### src/rtl/moa_pkg.sv
package moa_pkg;

  // Result width that holds n_ops * (2^n_ops - 1) without loss.
  function automatic int result_width(int n_ops);
    return n_ops + $clog2(n_ops);
  endfunction

  // Largest value the operands can reach when each is cut to 'cols' low bits.
  function automatic longint column_max(int n_ops, int cols);
    return longint'(n_ops) * ((longint'(1) << cols) - 1);
  endfunction

  // Count of intervals [(2j+1)*2^b, (2j+2)*2^b - 1] that start at or below max_val.
  function automatic int interval_count(longint max_val, int bitpos);
    longint q;
    q = max_val >> bitpos;
    return int'((q + 1) / 2);
  endfunction

endpackage

### src/rtl/moa_column_sum.sv
module moa_column_sum #(
  parameter int N_OPS = 8,
  parameter int COLS  = 1,
  parameter int SUM_W = 11
) (
  input  logic [N_OPS*COLS-1:0] low_bits,
  output logic [SUM_W-1:0]      total
);
  // Total of the operands truncated to COLS bits (each slice already cut).
  always_comb begin
    total = '0;
    for (int k = 0; k < N_OPS; k++) begin
      total = total + SUM_W'(low_bits[k*COLS +: COLS]);
    end
  end
endmodule

### src/rtl/moa_interval_bit.sv
module moa_interval_bit
  import moa_pkg::*;
#(
  parameter int     SUM_W   = 11,
  parameter int     BITPOS  = 1,
  parameter longint MAX_VAL = 255
) (
  input  logic [SUM_W-1:0] total,
  output logic             hit
);
  localparam int NI = interval_count(MAX_VAL, BITPOS);

  // Bit BITPOS of 'total' is one exactly when total falls in an odd block of
  // size 2^BITPOS. Each block is bounded by two constant threshold tests.
  generate
    if (NI == 0) begin : g_none
      assign hit = 1'b0;
    end else begin : g_iv
      logic [NI-1:0] in_range;
      for (genvar j = 0; j < NI; j++) begin : g_j
        localparam longint LO = longint'(2*j + 1) << BITPOS;
        localparam longint HI = (longint'(2*j + 2) << BITPOS) - 1;
        logic above_lo;
        logic below_hi;
        assign above_lo    = {1'b0, total} >= (SUM_W+1)'(LO);
        assign below_hi    = {1'b0, total} <= (SUM_W+1)'(HI);
        assign in_range[j] = above_lo & below_hi;
      end
      assign hit = |in_range;
    end
  endgenerate
endmodule

### src/rtl/moa_parity.sv
module moa_parity #(
  parameter int WIDTH = 9
) (
  input  logic [WIDTH-1:0] bits,
  output logic             odd
);
  assign odd = ^bits;
endmodule

### src/rtl/moa_threshold_adder.sv
module moa_threshold_adder #(
  parameter  int N_OPS = 8,
  localparam int OUT_W = moa_pkg::result_width(N_OPS)
) (
  input  logic                   clk,
  input  logic                   rst,
  input  logic                   in_valid,
  input  logic [N_OPS*N_OPS-1:0] op_bus,
  output logic                   res_valid,
  output logic [OUT_W-1:0]       res_sum
);
  import moa_pkg::*;

  logic [OUT_W-1:0] sum_comb;

  // Column 0: no carry enters, result is the plain parity of the bit-0 column.
  logic [N_OPS-1:0] col0_bits;
  for (genvar k = 0; k < N_OPS; k++) begin : g_col0
    assign col0_bits[k] = op_bus[k*N_OPS];
  end
  moa_parity #(.WIDTH(N_OPS)) u_par0 (.bits(col0_bits), .odd(sum_comb[0]));

  // Columns 1 .. N_OPS-1: carry low bit from interval tests, then wide parity.
  for (genvar i = 1; i < N_OPS; i++) begin : g_col
    logic [N_OPS*i-1:0] low_bits;
    logic [OUT_W-1:0]   part_total;
    logic               carry_lsb;
    logic [N_OPS:0]     par_in;

    for (genvar k = 0; k < N_OPS; k++) begin : g_op
      assign low_bits[k*i +: i] = op_bus[k*N_OPS +: i];
      assign par_in[k]          = op_bus[k*N_OPS + i];
    end
    assign par_in[N_OPS] = carry_lsb;

    moa_column_sum #(.N_OPS(N_OPS), .COLS(i), .SUM_W(OUT_W)) u_tsum (
      .low_bits(low_bits),
      .total   (part_total)
    );

    moa_interval_bit #(
      .SUM_W  (OUT_W),
      .BITPOS (i),
      .MAX_VAL(column_max(N_OPS, i))
    ) u_carry (
      .total(part_total),
      .hit  (carry_lsb)
    );

    moa_parity #(.WIDTH(N_OPS+1)) u_par (.bits(par_in), .odd(sum_comb[i]));
  end

  // Upper result bits: interval tests on the untruncated total.
  logic [OUT_W-1:0] full_total;
  moa_column_sum #(.N_OPS(N_OPS), .COLS(N_OPS), .SUM_W(OUT_W)) u_fsum (
    .low_bits(op_bus),
    .total   (full_total)
  );

  for (genvar b = N_OPS; b < OUT_W; b++) begin : g_high
    moa_interval_bit #(
      .SUM_W  (OUT_W),
      .BITPOS (b),
      .MAX_VAL(column_max(N_OPS, N_OPS))
    ) u_hbit (
      .total(full_total),
      .hit  (sum_comb[b])
    );
  end

  // Output register stage.
  always_ff @(posedge clk) begin
    if (rst) begin
      res_valid <= 1'b0;
      res_sum   <= '0;
    end else begin
      res_valid <= in_valid;
      if (in_valid) res_sum <= sum_comb;
    end
  end
endmodule

### config.mk
export PLATFORM = sky130hd
export DESIGN_NAME = moa_threshold_adder
export DESIGN_NICKNAME = d
export VERILOG_FILES = /design/src/rtl/moa_pkg.sv /design/src/rtl/moa_column_sum.sv /design/src/rtl/moa_interval_bit.sv /design/src/rtl/moa_parity.sv /design/src/rtl/moa_threshold_adder.sv
export SDC_FILE = /design/constraint.sdc
export NUM_CORES = 1
export LEC_CHECK = 0
export BUFFER_PORTS_ARGS = -buffer_cell sky130_fd_sc_hd__clkbuf_2
export CORE_UTILIZATION = 68
export DETAILED_ROUTE_END_ITERATION = 6
export PLACE_DENSITY = 0.95
export SLEW_MARGIN = 25
export SYNTH_ARGS = -nofsm -noshare
export SYNTH_HDL_FRONTEND = slang
export SYNTH_HIERARCHICAL = 1
export SYNTH_SLANG_ARGS = --single-unit
### constraint.sdc
create_clock -name clk -period 15.7 [get_ports clk]
set_clock_uncertainty 0.1 [all_clocks]
set_input_delay 3.14 -clock clk [delete_from_list [all_inputs] [get_ports clk]]
set_output_delay 3.14 -clock clk [all_outputs]
set_load 0.005 [all_outputs]
=== Word-level counts from Yosys, hierarchy flattened ===
Index checks and enable logic that the tools add are counted.
W data, S select, Z words.

* Input port bits: 67
* Word-level logic and storage cells: 164
* Output and inout bits: 12
* Bits in registers: 12

* $lt $le $gt $ge: 60
* Bitwise gates (word level): 29
* Reduce and logical (&&, ||, !) cells: 17
* Add/subtract/negate cells: 56

{| class="wikitable"
|+ Operators by type and width
! operator !! count
|-
| $add A11 B1 Y11 || 6
|-
| $add A11 B2 Y11 || 6
|-
| $add A11 B3 Y11 || 6
|-
| $add A11 B4 Y11 || 6
|-
| $add A11 B5 Y11 || 6
|-
| $add A11 B6 Y11 || 6
|-
| $add A11 B7 Y11 || 6
|-
| $add A11 B8 Y11 || 6
|-
| $reduce_xor A9 Y1 || 7
|-
| $ge A11 B10 Y1 const B || 4
|-
| $ge A11 B11 Y1 const B || 4
|-
| $ge A11 B6 Y1 const B || 4
|-
| $ge A11 B7 Y1 const B || 4
|-
| $ge A11 B8 Y1 const B || 4
|-
| $ge A11 B9 Y1 const B || 4
|-
| $le A11 B6 Y1 const B || 4
|-
| $le A11 B7 Y1 const B || 4
|-
| $le A11 B8 Y1 const B || 4
|-
| $le A11 B9 Y1 const B || 4
|-
| $ge A11 B5 Y1 const B || 3
|-
| $le A11 B10 Y1 const B || 3
|-
| $le A11 B5 Y1 const B || 3
|-
| $and A1 B1 Y1 || 29
|-
| $reduce_or A4 Y1 || 6
|-
| 18 further kinds || 23
|}

=== Logic depth before layout (Yosys ltp) ===
* Depth after elaboration: 11
* Depth in mapped cells: 20
* Mapped depth without buffers: 20

=== Cells and area by module ===
Netlist, hierarchy kept.

{| class="wikitable"
|+ Modules (own cells, without submodules)
! module !! cells each !! area each (sq um) !! sequential area each (sq um) !! times used
|-
| moa_column_sum (u_fsum) || 202 || 1724.2 || 0.0 || 1
|-
| moa_column_sum (g_col[7].u_tsum) || 175 || 1481.4 || 0.0 || 1
|-
| moa_column_sum (g_col[6].u_tsum) || 137 || 1233.7 || 0.0 || 1
|-
| moa_column_sum (g_col[5].u_tsum) || 112 || 1007.2 || 0.0 || 1
|-
| moa_column_sum (g_col[4].u_tsum) || 84 || 790.8 || 0.0 || 1
|-
| moa_column_sum (g_col[3].u_tsum) || 60 || 580.6 || 0.0 || 1
|-
| moa_parity (g_col[1].u_par ...) || 7 || 82.6 || 0.0 || 7
|-
| moa_column_sum (g_col[2].u_tsum) || 43 || 414.1 || 0.0 || 1
|-
| moa_threshold_adder || 37 || 414.1 || 240.2 || 1
|-
| moa_column_sum (g_col[1].u_tsum) || 29 || 235.2 || 0.0 || 1
|-
| moa_parity (u_par0) || 7 || 61.3 || 0.0 || 1
|-
| moa_interval_bit (g_col[1].u_carry) || 3 || 28.8 || 0.0 || 1
|-
| moa_interval_bit (g_col[2].u_carry) || 4 || 23.8 || 0.0 || 1
|-
| moa_interval_bit (g_col[3].u_carry) || 2 || 20.0 || 0.0 || 1
|-
| +5 rows || -- || -- || -- || --
|}

=== Worst setup path after synthesis ===
No wires, ideal clock.

* Path type: input to register
* Start point: in op_bus[2]
* End point: reg res_sum[3]
* Slack: 8293 ps
* Data arrival time: 7190 ps
* Required time: 15483 ps
* Stages on the path: 17
* Path buffers: 0
* Cells stage by stage: inv_1 fa_1 fa_1 fa_1 fa_1 inv_1 ha_1 inv_1 fa_1 inv_1 or4b_1 nor3_2 xnor2_1 xnor3_1 xnor2_1 mux2i_1 nor2_1

* Word-level cells in the longest chain between the ends: 11
* Elaborated cells between the ends (all ways): 21
* Classes of those cells: add/sub: 7; order compare: 8; bitwise: 4; reduce/logical: 2

{| class="wikitable"
|+ RTL lines
! item !! line !! RTL
|-
| start: declaration || moa_threshold_adder.sv:8 || <nowiki>input logic [N_OPS*N_OPS-1:0] op_bus,</nowiki>
|-
| $add A3 B3 Y4 (*) || moa_column_sum.sv:13 || <nowiki>total = total + SUM_W'(low_bits[k*COLS +: COLS]);</nowiki>
|-
| $add A11 B3 Y11 (*) (6 in series) || moa_column_sum.sv:13 ||
|-
| named net g_col[3].part_total[3] || moa_threshold_adder.sv:26 || <nowiki>logic [OUT_W-1:0] part_total;</nowiki>
|-
| $ge A11 B4 Y1 (tied with other cells) || moa_interval_bit.sv:25 || <nowiki>assign above_lo = {1'b0, total} >= (SUM_W+1)'(LO);</nowiki>
|-
| $and A1 B1 Y1 || moa_interval_bit.sv:27 || <nowiki>assign in_range[j] = above_lo & below_hi;</nowiki>
|-
| $reduce_or A4 Y1 (*) || moa_interval_bit.sv:29 || <nowiki>assign hit = |in_range;</nowiki>
|-
| named net g_col[3].carry_lsb || moa_threshold_adder.sv:27 || <nowiki>logic carry_lsb;</nowiki>
|-
| $reduce_xor A9 Y1 (*) || moa_parity.sv:7 || <nowiki>assign odd = ^bits;</nowiki>
|-
| named net sum_comb[3] || moa_threshold_adder.sv:14 || <nowiki>logic [OUT_W-1:0] sum_comb;</nowiki>
|-
| end signal: assignment || moa_threshold_adder.sv:78 || <nowiki>if (in_valid) res_sum <= sum_comb;</nowiki>
|-
| end: declaration || moa_threshold_adder.sv:10 || <nowiki>output logic [OUT_W-1:0] res_sum</nowiki>
|}

Mark *: on every way through the listed nets, which the timed path passes. The rest lies on a longest branch.
A chain may end at the register's enable or synchronous reset.

=== Worst setup path in the final report ===
* Start point: in op_bus[0]
* End point: reg res_sum[3]

Same word-level chain as after synthesis.

==> impl_metrics.env <==
export IMPL_grt_pass1_wl_mm=26.9
export IMPL_finalWeightedCongestion=0.861
export IMPL_fillerInstances=722
export IMPL_min_period_ps=7700
export IMPL_die_h_um=111
export IMPL_hpwl_mm=14.1
export IMPL_place_area_um2=8440
export IMPL_overflow=0
export IMPL_syn_area_um2=8030
export IMPL_rsz0062_at_grt="false"
export IMPL_vias=5053
export IMPL_cts_tree="yes"
export IMPL_clk_latency_ps=240
export IMPL_routed_wl_mm=15.2
export IMPL_worst_path_max_delay_cell="fa_1"
export IMPL_clkSinkCount=12
export IMPL_slowest_delay_ps=540
export IMPL_power_leakage_nw=5.13
export IMPL_clk_pin_slew_ps=40
export IMPL_crit_top_cell="fa_1"
export IMPL_cp_data_required_time_ps=15770
export IMPL_ctsHoldBuffers=0
export IMPL_core_area_um2=11500
export IMPL_vdd_drop_max_uv=79.0
export IMPL_antennaDiodeCount=0
export IMPL_critPathLaunchType="input port"
export IMPL_drv_slew=0
export IMPL_cp_max_fo=9
export IMPL_wl_per_cell_um=14.2
export IMPL_endpoint_kind="register"
export IMPL_final_cell_area_um2=8530
export IMPL_cts_resized=0
export IMPL_grt_pass1_vias=6177
export IMPL_fin_crit_sh=0.490
export IMPL_synthesis_instances=859
export IMPL_ioPinCount=79
export IMPL_drc=0
export IMPL_drive_above_1_share=0.108
export IMPL_power_density_nw_per_um2=113
export IMPL_fp_row_count=39
export IMPL_tns_ps=0
export IMPL_io_buffers=78
export IMPL_first_iter_violations=184
export IMPL_grt_use_total=0.279
export IMPL_timing_hold_ws_ps=392
export IMPL_root_buffer="clkbuf_16"
export IMPL_cts_setup_buffers=0
export IMPL_worstSetupPathType="in -> reg"
export IMPL_antenna_found_initial=0
export IMPL_grt_max_degree=13
export IMPL_fmax_mhz=130
export IMPL_cts_made_buffers=3
export IMPL_worst_path_buf_inv=5
export IMPL_areaGrowthSynthToFinish_pct=6.22
export IMPL_status="complete, no violations"
export IMPL_die_area_um2=12200
export IMPL_timing_critical_path_max_delay_family="adder cells"
export IMPL_vias_per_cell=4.71
export IMPL_drv_cap=0
export IMPL_syn_area_per_cell_um2=9.34
export IMPL_setup_viol=0
export IMPL_power_mw=0.964
export IMPL_start_util=0.700
export IMPL_htree_num_levels=1
export IMPL_dieWidth_um=111
export IMPL_nets=1253
export IMPL_firstDrtPassIters=4
export IMPL_crit_chain="clkbuf_2 > inv_1 > fa_1 > fa_1 > fa_1 > inv_1 > fa_1 > ha_1 > inv_1 > fa_1 > inv_1 > or4b_1 > nor3_2 > xnor2_1 > xnor3_1 > xnor2_1 > mux2i_1 > nor2_1"
export IMPL_min_path_type="reg -> reg"
export IMPL_utilization=0.743
export IMPL_clockBufferDepth=2
export IMPL_yosysWarnings=6
export IMPL_cp_arrival_ps=7770
export IMPL_final_hold_viol_count=0
export IMPL_ant_nets=0
worst paths after layout:
check,from,to,slack [ps],cells past startpoint
worst max-delay path,op_bus[0],res_sum[3],8000,18
worst min-delay path,res_sum[0],res_sum[0],390,2
worst max register to register,res_sum[1],res_sum[1],14960,2
worst min register to register,res_sum[0],res_sum[0],390,2
power by group:
| part | internal (mW) | switching [mW] | total (mW) |
|---|---|---|---|
| registers | 0.0392 | 0.00447 | 0.0437 |
| logic | 0.393 | 0.476 | 0.869 |
| clock network | 0.0384 | 0.0128 | 0.0512 |
registers in the layout (all words and copies together) (netlist names):
name       count
res_valid      1
res_sum       11
layout by cell type, fill, tap and decap left out, drive strengths merged, types with 2 or more instances in the layout:
master    n
nand3     4
conb     28
nand2     5
nor4b     2
ha       51
nor2     14
xnor2    46
a21oi     9
mux2i    12
nor2b     6
nor4      2
inv     416
o21ai     3
xnor3     7
clkbuf   82
nor3      3
dfxtp    12
xor2      8
or4b      2
fa      205
a21o      2
per-stage QoR:
stage	worst slack [ps]	cells
2_1_floorplan	8310	880
3_3_place_gp	7840	1068
3_5_place_dp	7710	1068
4_1_cts	7930	1072
5_1_grt	7710	1072
6_report	8000	1072
worst reg2reg max path, cell delays in order, from the launching register on:
cell,delay (ps)
dfxtp_1,310
mux2i_1,140
nor2_1,60
metal layers:
metal | GRT usage | wire length (um) | part of all wire | up-vias
li1 | - | - | - | 2321
met1 | 0.286 | 5110 | 0.34 | 2532
met2 | 0.567 | 8890 | 0.58 | 149
met3 | 0.0296 | 551 | 0.036 | 51
met4 | 0.107 | 655 | 0.043 | 0
met5 | 0 | 0 | 0 | -
final cells by class:
type	count	area [um^2]	share of cell area
Timing Repair Buffer	78	390	0.0458
Tap cell	143	179	0.0210
Inverter	416	1560	0.183
Multi-Input combinational cell	419	6070	0.711
Clock buffer	4	88.8	0.0104
Sequential cell	12	240	0.0282
Note: power is estimated with default switching activity, not from simulation.
